[src/rtl/tsb_pkg.sv]
package tsb_pkg;
    localparam int ADDR_W     = 64;
    localparam int CTX_W      = 13;
    localparam int BASE_LSB   = 13;
    localparam int SPLIT_BIT  = 12;
    localparam int SZ_W       = 4;
    localparam int CODE_W     = 3;
    localparam int CODE0_LSB  = 0;
    localparam int CODE1_LSB  = 8;
    localparam int NUM_TSB    = 4;
    localparam int NUM_CTX    = 2;
    localparam int SHIFT_BASE = 9;
    localparam int SHIFT_STEP = 3;
    localparam int SEL_W      = 3;
    localparam int SH_W       = 6;
    localparam int VA_W       = ADDR_W - CTX_W;

    typedef enum logic [SEL_W-1:0] {
        SEL_TAG    = 3'd0,
        SEL_LEGACY = 3'd1,
        SEL_TSB0   = 3'd2,
        SEL_TSB1   = 3'd3,
        SEL_TSB2   = 3'd4,
        SEL_TSB3   = 3'd5,
        SEL_CFG0   = 3'd6,
        SEL_CFG1   = 3'd7
    } wsel_e;

    typedef struct packed {
        logic [ADDR_W-1:BASE_LSB] base;
        logic                     split;
        logic [SZ_W-1:0]          size;
    } tsb_desc_t;

    typedef struct packed {
        logic [CODE_W-1:0] code1;
        logic [CODE_W-1:0] code0;
    } ctx_cfg_t;

    typedef struct packed {
        logic [ADDR_W-1:0]              tag;
        tsb_desc_t                      legacy;
        tsb_desc_t [NUM_TSB-1:0]        tsb;
        ctx_cfg_t  [NUM_CTX-1:0]        cfg;
    } regs_t;

    function automatic tsb_desc_t pack_desc(input logic [ADDR_W-1:0] d);
        tsb_desc_t r;
        r.base  = d[ADDR_W-1:BASE_LSB];
        r.split = d[SPLIT_BIT];
        r.size  = d[SZ_W-1:0];
        return r;
    endfunction

    function automatic ctx_cfg_t pack_cfg(input logic [ADDR_W-1:0] d);
        ctx_cfg_t r;
        r.code0 = d[CODE0_LSB +: CODE_W];
        r.code1 = d[CODE1_LSB +: CODE_W];
        return r;
    endfunction
endpackage

[src/rtl/tsb_regfile.sv]
module tsb_regfile
    import tsb_pkg::*;
(
    input  logic              clk,
    input  logic              rst_n,
    input  logic              wr_en,
    input  logic [SEL_W-1:0]  wr_sel,
    input  logic [ADDR_W-1:0] wr_data,
    output regs_t             regs
);
    regs_t regs_d, regs_q;

    always_comb begin
        regs_d = regs_q;
        if (wr_en) begin
            unique case (wsel_e'(wr_sel))
                SEL_TAG:    regs_d.tag     = wr_data;
                SEL_LEGACY: regs_d.legacy  = pack_desc(wr_data);
                SEL_TSB0:   regs_d.tsb[0]  = pack_desc(wr_data);
                SEL_TSB1:   regs_d.tsb[1]  = pack_desc(wr_data);
                SEL_TSB2:   regs_d.tsb[2]  = pack_desc(wr_data);
                SEL_TSB3:   regs_d.tsb[3]  = pack_desc(wr_data);
                SEL_CFG0:   regs_d.cfg[0]  = pack_cfg(wr_data);
                SEL_CFG1:   regs_d.cfg[1]  = pack_cfg(wr_data);
                default:    regs_d         = regs_q;
            endcase
        end
    end

    always_ff @(posedge clk) begin
        if (!rst_n) regs_q <= '0;
        else        regs_q <= regs_d;
    end

    assign regs = regs_q;

    AST_WRITE_TAG: assert property (@(posedge clk) disable iff (!rst_n)
        (wr_en && wr_sel == SEL_TAG) |=> (regs_q.tag == $past(wr_data)));
    AST_WRITE_LEGACY_BASE: assert property (@(posedge clk) disable iff (!rst_n)
        (wr_en && wr_sel == SEL_LEGACY) |=>
        (regs_q.legacy.base == $past(wr_data[ADDR_W-1:BASE_LSB])));
endmodule

[src/rtl/tsb_select.sv]
module tsb_select
    import tsb_pkg::*;
(
    input  regs_t               regs,
    input  logic                hv_mode,
    input  logic                slot,
    output tsb_desc_t           desc,
    output logic [CODE_W-1:0]   code
);
    logic     ctx_nz;
    ctx_cfg_t cfg_sel;
    logic [$clog2(NUM_TSB)-1:0] tsb_idx;

    always_comb begin
        ctx_nz  = |regs.tag[CTX_W-1:0];
        cfg_sel = regs.cfg[ctx_nz];
        tsb_idx = {ctx_nz, slot};
        if (hv_mode) begin
            desc = regs.tsb[tsb_idx];
            code = slot ? cfg_sel.code1 : cfg_sel.code0;
        end else begin
            desc = regs.legacy;
            code = CODE_W'(slot);
        end
    end
endmodule

[src/rtl/tsb_ptr_calc.sv]
module tsb_ptr_calc
    import tsb_pkg::*;
(
    input  logic [VA_W-1:0]   va_hi,
    input  tsb_desc_t         desc,
    input  logic [CODE_W-1:0] code,
    input  logic              slot,
    output logic [ADDR_W-1:0] ptr
);
    logic [SH_W-1:0]   shamt;
    logic [SH_W-1:0]   bitpos;
    logic [ADDR_W-1:0] va_sh;
    logic [ADDR_W-1:0] mask;
    logic [ADDR_W-1:0] base_full;

    always_comb begin
        shamt     = SH_W'(SHIFT_BASE) + SH_W'(code) * SH_W'(SHIFT_STEP);
        bitpos    = SH_W'(BASE_LSB) + SH_W'(desc.size);
        va_sh     = {va_hi, {CTX_W{1'b0}}} >> shamt;
        mask      = ({ADDR_W{1'b1}} << BASE_LSB) << desc.size;
        base_full = {desc.base, {BASE_LSB{1'b0}}};
        if (desc.split) begin
            va_sh[bitpos] = slot;
            mask          = mask << 1;
        end
        ptr = (base_full & mask) | (va_sh & ~mask);
    end
endmodule

[src/rtl/tsb_ptr_gen.sv]
module tsb_ptr_gen
    import tsb_pkg::*;
(
    input  logic              clk,
    input  logic              rst_n,
    input  logic              wr_en,
    input  logic [SEL_W-1:0]  wr_sel,
    input  logic [ADDR_W-1:0] wr_data,
    input  logic              rd_req,
    input  logic              rd_slot,
    input  logic              hv_mode,
    output logic              rd_valid,
    output logic [ADDR_W-1:0] rd_ptr
);
    typedef struct packed {
        logic              valid;
        logic [ADDR_W-1:0] ptr;
    } out_t;

    regs_t             regs;
    tsb_desc_t         sel_desc;
    logic [CODE_W-1:0] sel_code;
    logic [ADDR_W-1:0] calc_ptr;
    out_t              out_d, out_q;

    tsb_regfile u_regs (
        .clk(clk), .rst_n(rst_n), .wr_en(wr_en), .wr_sel(wr_sel),
        .wr_data(wr_data), .regs(regs)
    );

    tsb_select u_sel (
        .regs(regs), .hv_mode(hv_mode), .slot(rd_slot),
        .desc(sel_desc), .code(sel_code)
    );

    tsb_ptr_calc u_calc (
        .va_hi(regs.tag[ADDR_W-1:CTX_W]), .desc(sel_desc), .code(sel_code),
        .slot(rd_slot), .ptr(calc_ptr)
    );

    always_comb begin
        out_d.valid = rd_req;
        out_d.ptr   = rd_req ? calc_ptr : out_q.ptr;
    end

    always_ff @(posedge clk) begin
        if (!rst_n) out_q <= '0;
        else        out_q <= out_d;
    end

    assign rd_valid = out_q.valid;
    assign rd_ptr   = out_q.ptr;

    AST_VALID_FOLLOWS_REQ: assert property (@(posedge clk) disable iff (!rst_n)
        rd_req |=> rd_valid);
    AST_NO_SPURIOUS_VALID: assert property (@(posedge clk) disable iff (!rst_n)
        !rd_req |=> !rd_valid);
    AST_PTR_HOLD: assert property (@(posedge clk) disable iff (!rst_n)
        !rd_req |=> $stable(rd_ptr));
    AST_SPLIT_BIT: assert property (@(posedge clk) disable iff (!rst_n)
        (rd_req && sel_desc.split) |=>
        (rd_ptr[SH_W'(BASE_LSB) + SH_W'($past(sel_desc.size))] == $past(rd_slot)));
endmodule

[config.mk]
export PLATFORM = sky130hd
export DESIGN_NAME = tsb_ptr_gen
export DESIGN_NICKNAME = d
export VERILOG_FILES = /design/src/rtl/tsb_pkg.sv /design/src/rtl/tsb_regfile.sv /design/src/rtl/tsb_select.sv /design/src/rtl/tsb_ptr_calc.sv /design/src/rtl/tsb_ptr_gen.sv
export SDC_FILE = /design/constraint.sdc
export NUM_CORES = 1
export LEC_CHECK = 0
export BUFFER_PORTS_ARGS = -buffer_cell sky130_fd_sc_hd__buf_2
export CORE_UTILIZATION = 47
export DETAILED_ROUTE_END_ITERATION = 7
export GPL_ROUTABILITY_DRIVEN = 1
export HOLD_SLACK_MARGIN = 0.1
export SETUP_SLACK_MARGIN = 0.3
export SLEW_MARGIN = 20
export SYNTH_ARGS = -nofsm -noshare
export SYNTH_HDL_FRONTEND = slang
export SYNTH_SLANG_ARGS = --single-unit
[constraint.sdc]
create_clock -name clk -period 7.9 [get_ports clk]
set_input_delay 1.185 -clock clk [delete_from_list [all_inputs] [get_ports clk]]
set_output_delay 1.185 -clock clk [all_outputs]
set_load 0.02 [all_outputs]
==> impl_metrics.csv, run 1 <==
group,metric,value,unit
die,start_util,47.9,%
setup_path,endpoint_kind,"register",
detailed_routing,drt_iter0_drc,1721,
sta,final_period_minus_worst_setup_slack,5.83,ns
yosys,yosysSeqAreaShare,41.8,%
sta,max_clock_freq,171,MHz
clocking,clkLatencyLatePin,0.59,ns
status,status,"finished clean",
setup_path,regToRegEndpoint,"rd_ptr[27]",
sta,final.period_utilization,73.8,%
layout,sequential_cell_area,0.00843,sq mm
clocking,tritoncts,"yes",
detailed_routing,total_iterations_of_the_first_detailed_routing_run,5,
layout,drive_gt1_share,14.1,%
pwr,vdd_ir_drop_max,0.150,mV
placed_design,detailedPlacementHpwl,44.2,mm
layout,core_occupancy_in_the_finished_layout,53.8,%
clocking,postCtsHoldBufs,0,
global_route,met2_usage,49.1,%
detailed_routing,avgRoutedWirePerCell,22.8,um
clocking,number_of_buffers_inserted_during_clock_tree_synthesis,47,
clocking,cts-htree-levels,2,
yosys,post_synth_instance_area,0.0202,sq mm
die,floorplan.core_area,0.0421,sq mm
setup_path,rr_worst_depth,15,
clocking,cts_post_setup_buffers_inserted,0,
sta,finalHoldViolCount,0,
die,floorplan.die_area,0.0438,sq mm
clocking,clock_tree.root_cell,"sky130_fd_sc_hd__clkbuf_16",
sta,slew_at_the_pin_closest_to_its_max_slew_limit,1.26,ns
clocking,clk_sinks,421,
setup_path,worst_r2r_startpoint,"u_regs.regs[296]",
min_path,timing.hold.worst.class,"register to register",
clocking,postCtsResizedCells,0,
die,die_width,209,um
yosys,synth_cells,2458,
yosys,asyncSetResetFlopFracSynth,0,%
yosys,yosys_warnings,0,
yosys,mappedNetlistNets,2538,
pwr,p_total,5.20,mW
global_route,global_route.usage.met1,44.0,%
yosys,synth_edf_count,0,
detailed_routing,route.detailed.vias_per_inst,5.98,
yosys,synth.ff_latch_count,421,
global_route,grtUsageMet3,5.23,%
die,num_rows,75,
layout,nets,2545,
layout,final_cells,3042,
die,die_h,209,um
setup_path,required,8.35,ns
detailed_routing,drc_errors,0,
global_route,grt_start_max_net_pins,218,
global_route,grt-busiest-layer,"met2",
sta,final.setup.tns,0,ns
placed_design,place.gp.congestion,0.975,
global_route,antenna_found_initial,3,
yosys,synthesis.area_per_instance,8.21,sq um
clocking,cts_max_path_buffers,3,
clocking,clk_pin_slew_worst_paths,0.06,ns
sta,worst_clock_skew,0.0106,ns
yosys,yosys.cell_types.count,73,
pwr,pwr_density_cell,230,mW/mm^2
detailed_routing,postRouteWirelength,69.4,mm
layout,layout_commonest_cell,"sky130_fd_sc_hd__nand2_1",
detailed_routing,routed-via-count,18177,
layout,final_cell_mix,"sky130_fd_sc_hd__nand2_1, sky130_fd_sc_hd__dfxtp_1, sky130_fd_sc_hd__a21oi_1, sky130_fd_sc_hd__mux2i_1, sky130_fd_sc_hd__buf_2",
layout,multi_input_gate_area_in_the_final_layout,0.0109,sq mm
global_route,grt_pass1_wl,106,mm
setup_path,worst-endpoint-arrival,6.28,ns
sta,slew-limit-headroom,16.0,%
sta,rsz0062_at_grt,"no",
setup_path,worst_setup_path_startpoint,"u_regs.regs[296]",
detailed_routing,final_antenna_net_count,0,
setup_path,worst_setup_path_endpoint,"rd_ptr[27]",
yosys,yosys_most_used_dff,"sky130_fd_sc_hd__dfxtp_1",
sta,drv_slew,0,
global_route,first_global_vias,17241,
placed_design,numPlacedInstances,2955,
sta,number_of_setup_violations_in_the_final_report,0,
layout,antenna_diode_count,0,
setup_path,r2r_slack,2.07,ns
die,boundaryPins,138,
job,cap_viol_max_count,0,
placed_design,io_buffers,137,
global_route,grt_usage,31.5,%
layout,filler_cells,3957,
sta,hold_ws,0.451,ns
setup_path,worstSetupPathType,"register to register",
setup_path,critPathLaunchType,"register",
setup_path,path_max_fanout,62,
global_route,grt.overflow.total,0,
layout,areaGrowthSynthToFinish,12.3,%
pwr,p_leak,8.24,nW
-- worst max-delay path, stage by stage (launching register included) --
cell and delay, ns:
sky130_fd_sc_hd__dfxtp_1 0.32, sky130_fd_sc_hd__nor4_2 0.33, sky130_fd_sc_hd__and4_1 0.23, sky130_fd_sc_hd__buf_4 0.46, sky130_fd_sc_hd__mux4_2 0.67, sky130_fd_sc_hd__inv_6 0.51, sky130_fd_sc_hd__ha_1 0.27, sky130_fd_sc_hd__inv_1 0.06
sky130_fd_sc_hd__fa_1 0.51, sky130_fd_sc_hd__xor2_2 0.88, sky130_fd_sc_hd__buf_4 0.39, sky130_fd_sc_hd__nor2_1 0.19, sky130_fd_sc_hd__a22oi_1 0.24, sky130_fd_sc_hd__nand2_1 0.10, sky130_fd_sc_hd__a211oi_1 0.35, sky130_fd_sc_hd__o32ai_1 0.12
-- registers in the layout (all words and copies together), names as in the netlist --
signal       flops
rd_ptr          64
rd_valid         1
u_regs.regs    356
-- metal layers --
| metal | share of wire [%] | vias up | wire length [um] |
|---|---|---|---|
| li1 | - | 8553 | - |
| met1 | 45 | 8867 | 31000 |
| met2 | 45 | 644 | 31500 |
| met3 | 6.9 | 109 | 4810 |
| met4 | 3.0 | 4 | 2080 |
| met5 | 0.039 | - | 27 |
-- cells by family after synthesis --
group                    share of synthesized area [%]
buffers and inverters                             4.51
multiplexers                                      16.6
AO/OA/AOI/OAI                                     16.8
flip-flops                                        41.8
adder cells (fa/ha/maj)                          0.471
XOR/XNOR                                         0.335
AND/OR/NAND/NOR                                   19.6
-- power breakdown --
part | switching [mW] | internal [mW]
clock | 0.933 | 1.43
combinational | 0.429 | 0.200
sequential | 0.0362 | 2.18
total | 1.40 | 3.81
-- per-stage QoR --
| step | setup WS (ns) | instance area (sq um) |
|---|---|---|
| global route | 1.67 | 22700 |
| CTS | 2.07 | 22700 |
| detailed placement | 1.93 | 21000 |
| floorplan | 2.22 | 20200 |
| global placement | 2.03 | 21000 |
| finish | 2.07 | 22700 |
-- Yosys cell counts, types with 4 or more instances --
cell type | count | area (sq um)
sky130_fd_sc_hd__nand2_1 | 764 | 2870
sky130_fd_sc_hd__dfxtp_1 | 421 | 8430
sky130_fd_sc_hd__a21oi_1 | 395 | 1980
sky130_fd_sc_hd__clkbuf_1 | 169 | 634
sky130_fd_sc_hd__mux2i_1 | 153 | 1530
sky130_fd_sc_hd__nor2_1 | 110 | 413
sky130_fd_sc_hd__mux4_2 | 71 | 1600
sky130_fd_sc_hd__a211oi_1 | 51 | 383
sky130_fd_sc_hd__nor3_1 | 28 | 140
sky130_fd_sc_hd__nand3_1 | 27 | 135
sky130_fd_sc_hd__buf_1 | 22 | 82.6
sky130_fd_sc_hd__o21ai_0 | 22 | 110
sky130_fd_sc_hd__a22oi_1 | 17 | 128
sky130_fd_sc_hd__inv_1 | 12 | 45.0
sky130_fd_sc_hd__nand2b_1 | 12 | 75.1
sky130_fd_sc_hd__o21ai_1 | 11 | 55.1
sky130_fd_sc_hd__o22ai_1 | 11 | 68.8
sky130_fd_sc_hd__a31oi_1 | 9 | 56.3
sky130_fd_sc_hd__mux2_2 | 8 | 90.1
sky130_fd_sc_hd__o211ai_1 | 8 | 60.1
sky130_fd_sc_hd__nor2b_1 | 7 | 43.8
sky130_fd_sc_hd__ha_1 | 6 | 75.1
sky130_fd_sc_hd__mux2_1 | 6 | 67.6
sky130_fd_sc_hd__a22o_1 | 5 | 43.8
sky130_fd_sc_hd__and2_1 | 5 | 31.3
sky130_fd_sc_hd__and3_1 | 5 | 31.3
sky130_fd_sc_hd__nand4_1 | 5 | 31.3
sky130_fd_sc_hd__o221ai_1 | 5 | 43.8
sky130_fd_sc_hd__o41ai_1 | 5 | 43.8
sky130_fd_sc_hd__or4b_2 | 5 | 50.1
sky130_fd_sc_hd__a211o_1 | 4 | 35.0
sky130_fd_sc_hd__a211oi_2 | 4 | 50.1
sky130_fd_sc_hd__a221oi_1 | 4 | 35.0
sky130_fd_sc_hd__a311oi_1 | 4 | 35.0
sky130_fd_sc_hd__buf_12 | 4 | 80.1
sky130_fd_sc_hd__o2111ai_1 | 4 | 35.0
-- how the worst min path moves through the flow --
stage	start	endpoint	slack [ns]	cells past startpoint
2_1_floorplan	u_regs.regs[180]	u_regs.regs[180]	0.43	2
3_3_place_gp	u_regs.regs[182]	u_regs.regs[182]	0.44	2
3_5_place_dp	u_regs.regs[100]	u_regs.regs[100]	0.44	2
4_1_cts	u_regs.regs[100]	u_regs.regs[100]	0.45	2
5_1_grt	u_regs.regs[94]	u_regs.regs[94]	0.47	2
6_report	u_regs.regs[100]	u_regs.regs[100]	0.45	2
-- final cells by class --
cell class / instances / share of cell area, %
Sequential cell: 421 / 37.2
Inverter: 15 / 0.304
Timing Repair Buffer: 159 / 3.84
Clock buffer: 66 / 6.12
Multi-Input combinational cell: 1821 / 48.2
Clock inverter: 21 / 1.33
Tap cell: 539 / 2.98
(Power assumes the default switching activity.)
==> run 2, diff against run 1 <==
--- a/config.mk
+++ b/config.mk
@@ -5,11 +5,13 @@
 export SDC_FILE = /design/constraint.sdc
 export NUM_CORES = 1
 export LEC_CHECK = 0
+export ABC_AREA = 1
 export BUFFER_PORTS_ARGS = -buffer_cell sky130_fd_sc_hd__buf_2
 export CORE_UTILIZATION = 47
 export DETAILED_ROUTE_END_ITERATION = 7
 export GPL_ROUTABILITY_DRIVEN = 1
 export HOLD_SLACK_MARGIN = 0.1
+export PLACE_DENSITY = 0.67
 export SETUP_SLACK_MARGIN = 0.3
 export SLEW_MARGIN = 20
 export SYNTH_ARGS = -nofsm -noshare
==> constraint.sdc (replaced) <==
create_clock -name clk -period 5.2 [get_ports clk]
set_input_delay 0.78 -clock clk [delete_from_list [all_inputs] [get_ports clk]]
set_output_delay 0.78 -clock clk [all_outputs]
set_load 0.02 [all_outputs]
==> impl_metrics.csv, run 2 <==
group,metric,value,unit
yosys,synth_edf_count,0,
die,floorplan.die_area,0.0445,sq mm
layout,layout.cell_area.non_filler,0.0229,sq mm
detailed_routing,drt_iter0_drc,2527,
detailed_routing,routed-via-count,21472,
sta,final_period_minus_worst_setup_slack,3.92,ns
die,boundaryPins,138,
die,num_rows,76,
layout,largest_reg_flops,356,
detailed_routing,route.detailed.vias_per_inst,5.88,
placed_design,io_buffers,137,
status,status,"finished clean",
pwr,p_leak,9.80,nW
clocking,clkLatencyLatePin,0.59,ns
detailed_routing,final_antenna_net_count,0,
setup_path,regToRegEndpoint,"rd_ptr[19]",
global_route,antenna_found_initial,0,
global_route,global_route.usage.met1,49.8,%
yosys,post_synth_instance_area,0.0205,sq mm
global_route,grt-busiest-layer,"met2",
sta,slew-limit-headroom,30.9,%
yosys,post_synthesis_share_of_cell_area_spent_on_xor_and_xnor_gates,0.0427,%
detailed_routing,total_iterations_of_the_first_detailed_routing_run,6,
layout,nets,3120,
pwr,vdd_ir_drop_max,0.264,mV
global_route,grtUsageMet3,4.52,%
yosys,mappedNetlistNets,3123,
clocking,clock_tree.root_cell,"sky130_fd_sc_hd__clkbuf_16",
yosys,yosys-top-cells-area,"sky130_fd_sc_hd__dfxtp_1, sky130_fd_sc_hd__nand3_1, sky130_fd_sc_hd__nor2_1",
layout,filler_cells,4257,
die,start_util,47.7,%
min_path,hold_path_end,"u_regs.regs[303]",
yosys,synth_adder_area_share,0.463,%
global_route,grt_usage,34.6,%
global_route,met2_usage,53.5,%
yosys,synthesis.area_per_instance,6.75,sq um
yosys,synth_largest_area_cell,"sky130_fd_sc_hd__dfxtp_1",
sta,slew_at_the_pin_closest_to_its_max_slew_limit,1.04,ns
setup_path,worst_setup_path_startpoint,"u_regs.regs[301]",
global_route,grt.overflow.total,0,
die,floorplan.core_area,0.0431,sq mm
yosys,yosysSeqAreaShare,41.1,%
clocking,cts_max_path_buffers,3,
sta,final.period_utilization,75.5,%
yosys,yosys-top-cells-count,"sky130_fd_sc_hd__nor2_1, sky130_fd_sc_hd__nand3_1, sky130_fd_sc_hd__o21ai_0",
sta,setup_ws,1.28,ns
pwr,pwr_density_cell,385,mW/mm^2
sta,worst_clock_skew,0.0238,ns
pwr,p_total,8.80,mW
clocking,cts-htree-levels,2,
setup_path,endpoint_kind,"register",
setup_path,worst-endpoint-arrival,4.39,ns
setup_path,path_max_fanout,45,
clocking,cts_post_setup_buffers_inserted,0,
setup_path,critPathLaunchType,"register",
yosys,yosys_most_used_dff,"sky130_fd_sc_hd__dfxtp_1",
setup_path,cpPeakStageDelay,0.61,ns
global_route,grt_pass1_wl,120,mm
yosys,synth_compound_gate_area_share,18.0,%
clocking,clk_pin_slew_worst_paths,0.06,ns
setup_path,worst_r2r_startpoint,"u_regs.regs[301]",
placed_design,dpl-instance-area,0.0214,sq mm
yosys,synth.ff_latch_count,421,
yosys,most_instantiated_library_cell_after_synthesis,"sky130_fd_sc_hd__nor2_1",
yosys,yosys-mux-area-fraction,0,%
layout,areaGrowthSynthToFinish,11.4,%
clocking,clk_sinks,421,
placed_design,place.gp.congestion,1.06,
setup_path,cp_slowest_cell,"sky130_fd_sc_hd__fa_1",
die,die_h,211,um
placed_design,detailedPlacementHpwl,50.9,mm
detailed_routing,avgRoutedWirePerCell,21.2,um
clocking,postCtsResizedCells,0,
setup_path,required,5.67,ns
detailed_routing,drc_errors,0,
clocking,postCtsHoldBufs,0,
sta,max_clock_freq,255,MHz
setup_path,rr_worst_depth,18,
yosys,synth_cells,3043,
layout,layout_commonest_cell,"sky130_fd_sc_hd__nor2_1",
layout,multi_input_gate_area_in_the_final_layout,0.0106,sq mm
yosys,yosys.cell_types.count,45,
yosys,post_synth_and_or_nand_nor_area_fraction,33.0,%
die,die_width,211,um
global_route,first_global_vias,20147,
yosys,asyncSetResetFlopFracSynth,0,%
setup_path,timing.critical_path.mode_cell,"sky130_fd_sc_hd__nand2_1",
layout,final_cell_mix,"sky130_fd_sc_hd__nor2_1, sky130_fd_sc_hd__nand3_1, sky130_fd_sc_hd__o21ai_0, sky130_fd_sc_hd__dfxtp_1, sky130_fd_sc_hd__nand2_1",
yosys,synth_top_area_share,41.1,%
sta,drv_slew,0,
clocking,tritoncts,"yes",
sta,rsz0062_at_grt,"no",
setup_path,worstSetupPathType,"register to register",
setup_path,crit_path_cell_trace,"nor2_1 > nand2_1 > nor2_2 > nand2_4 > buf_4 > o21ai_0 > a21oi_1 > ha_1 > inv_1 > fa_1 > buf_4 > nand3_1 > nand2_1 > nand2_1 > nand3_1 > nand3_1 > nand2_1 > a21oi_1",
setup_path,r2r_slack,1.28,ns
sta,number_of_setup_violations_in_the_final_report,0,
layout,drive_gt1_share,11.1,%
job,cap_viol_max_count,0,
layout,sequential_cell_area,0.00843,sq mm
min_path,worstHoldPathCells,3,
min_path,beginning_of_the_worst_hold_path,"wr_data[11]",
min_path,timing.hold.worst.class,"input pin to register",
global_route,grt_start_max_net_pins,178,
sta,final.setup.tns,0,ns
yosys,largest_family_of_logic_cells_by_synthesized_area,"simple AND/OR/NAND/NOR gates",
detailed_routing,postRouteWirelength,77.6,mm
sta,finalHoldViolCount,0,
layout,antenna_diode_count,0,
yosys,yosys_warnings,0,
clocking,number_of_buffers_inserted_during_clock_tree_synthesis,46,
placed_design,place_worst_setup_slack,1.29,ns
## run 2: cell types whose count changed in the layout (fill, tap and decap cells not counted), sizes merged, moves of 73 or more
cell and delta:
mux4 -73, inv +105, nand2 -418, nand3 +491, mux2i -153, nor2 +561
o21ai +446, a21oi -233
## run 2: report_power, final
part	leakage [nW]	switching, mW	internal [mW]
Sequential	3.43	0.0925	3.37
Combinational	5.65	1.47	0.592
Clock	0.725	1.37	1.90
Total	9.80	2.93	5.87
## run 2: layout make-up
| cell class | instances | area share, % |
|---|---|---|
| multi-input combinational | 2261 | 46.5 |
| sequential | 421 | 36.9 |
| clock buffer | 66 | 5.94 |
| timing repair buffer | 185 | 4.86 |
| tap | 585 | 3.20 |
| inverter | 125 | 2.13 |
| clock inverter | 11 | 0.531 |
## run 2: routing by layer
metal | share of wire [%] | vias up
li1 | - | 10158
met1 | 45 | 10252
met2 | 44 | 948
met3 | 7.7 | 114
met4 | 2.7 | 0
met5 | 0 | -
## run 2: kinds of logic after synthesis
logic type	Yosys count
AO/OA/AOI/OAI	699
XOR/XNOR	1
buffers and inverters	361
AND/OR/NAND/NOR	1554
adder cells (fa/ha/maj)	7
flip-flops	421
## run 2: worst max-delay path, delay by kind of cell, from the launching register on
family,cells,cell delay (ns)
AND/OR/NAND/NOR,10,1.10
AO/OA/AOI/OAI,3,0.55
flip-flops,1,0.33
adder cells (fa/ha/maj),2,0.82
buffers and inverters,3,0.97
## run 2: metrics by stage
step	std cells	util (%)	hold WS, ns
finish	3654	53.1	0.433
global route	3654	53.1	0.446
CTS	3654	53.1	0.416
detailed placement	3577	49.7	0.439
global placement	3577	49.7	0.432
floorplan	3043	-	0.424
## run 2: how the worst max path moves through the flow
stage | to | slack, ns
6_report | rd_ptr[19] | 1.28
5_1_grt | rd_ptr[19] | 1.06
4_1_cts | rd_ptr[19] | 1.31
3_5_place_dp | rd_ptr[25] | 1.29
3_3_place_gp | rd_ptr[25] | 1.30
2_1_floorplan | rd_ptr[12] | 1.33
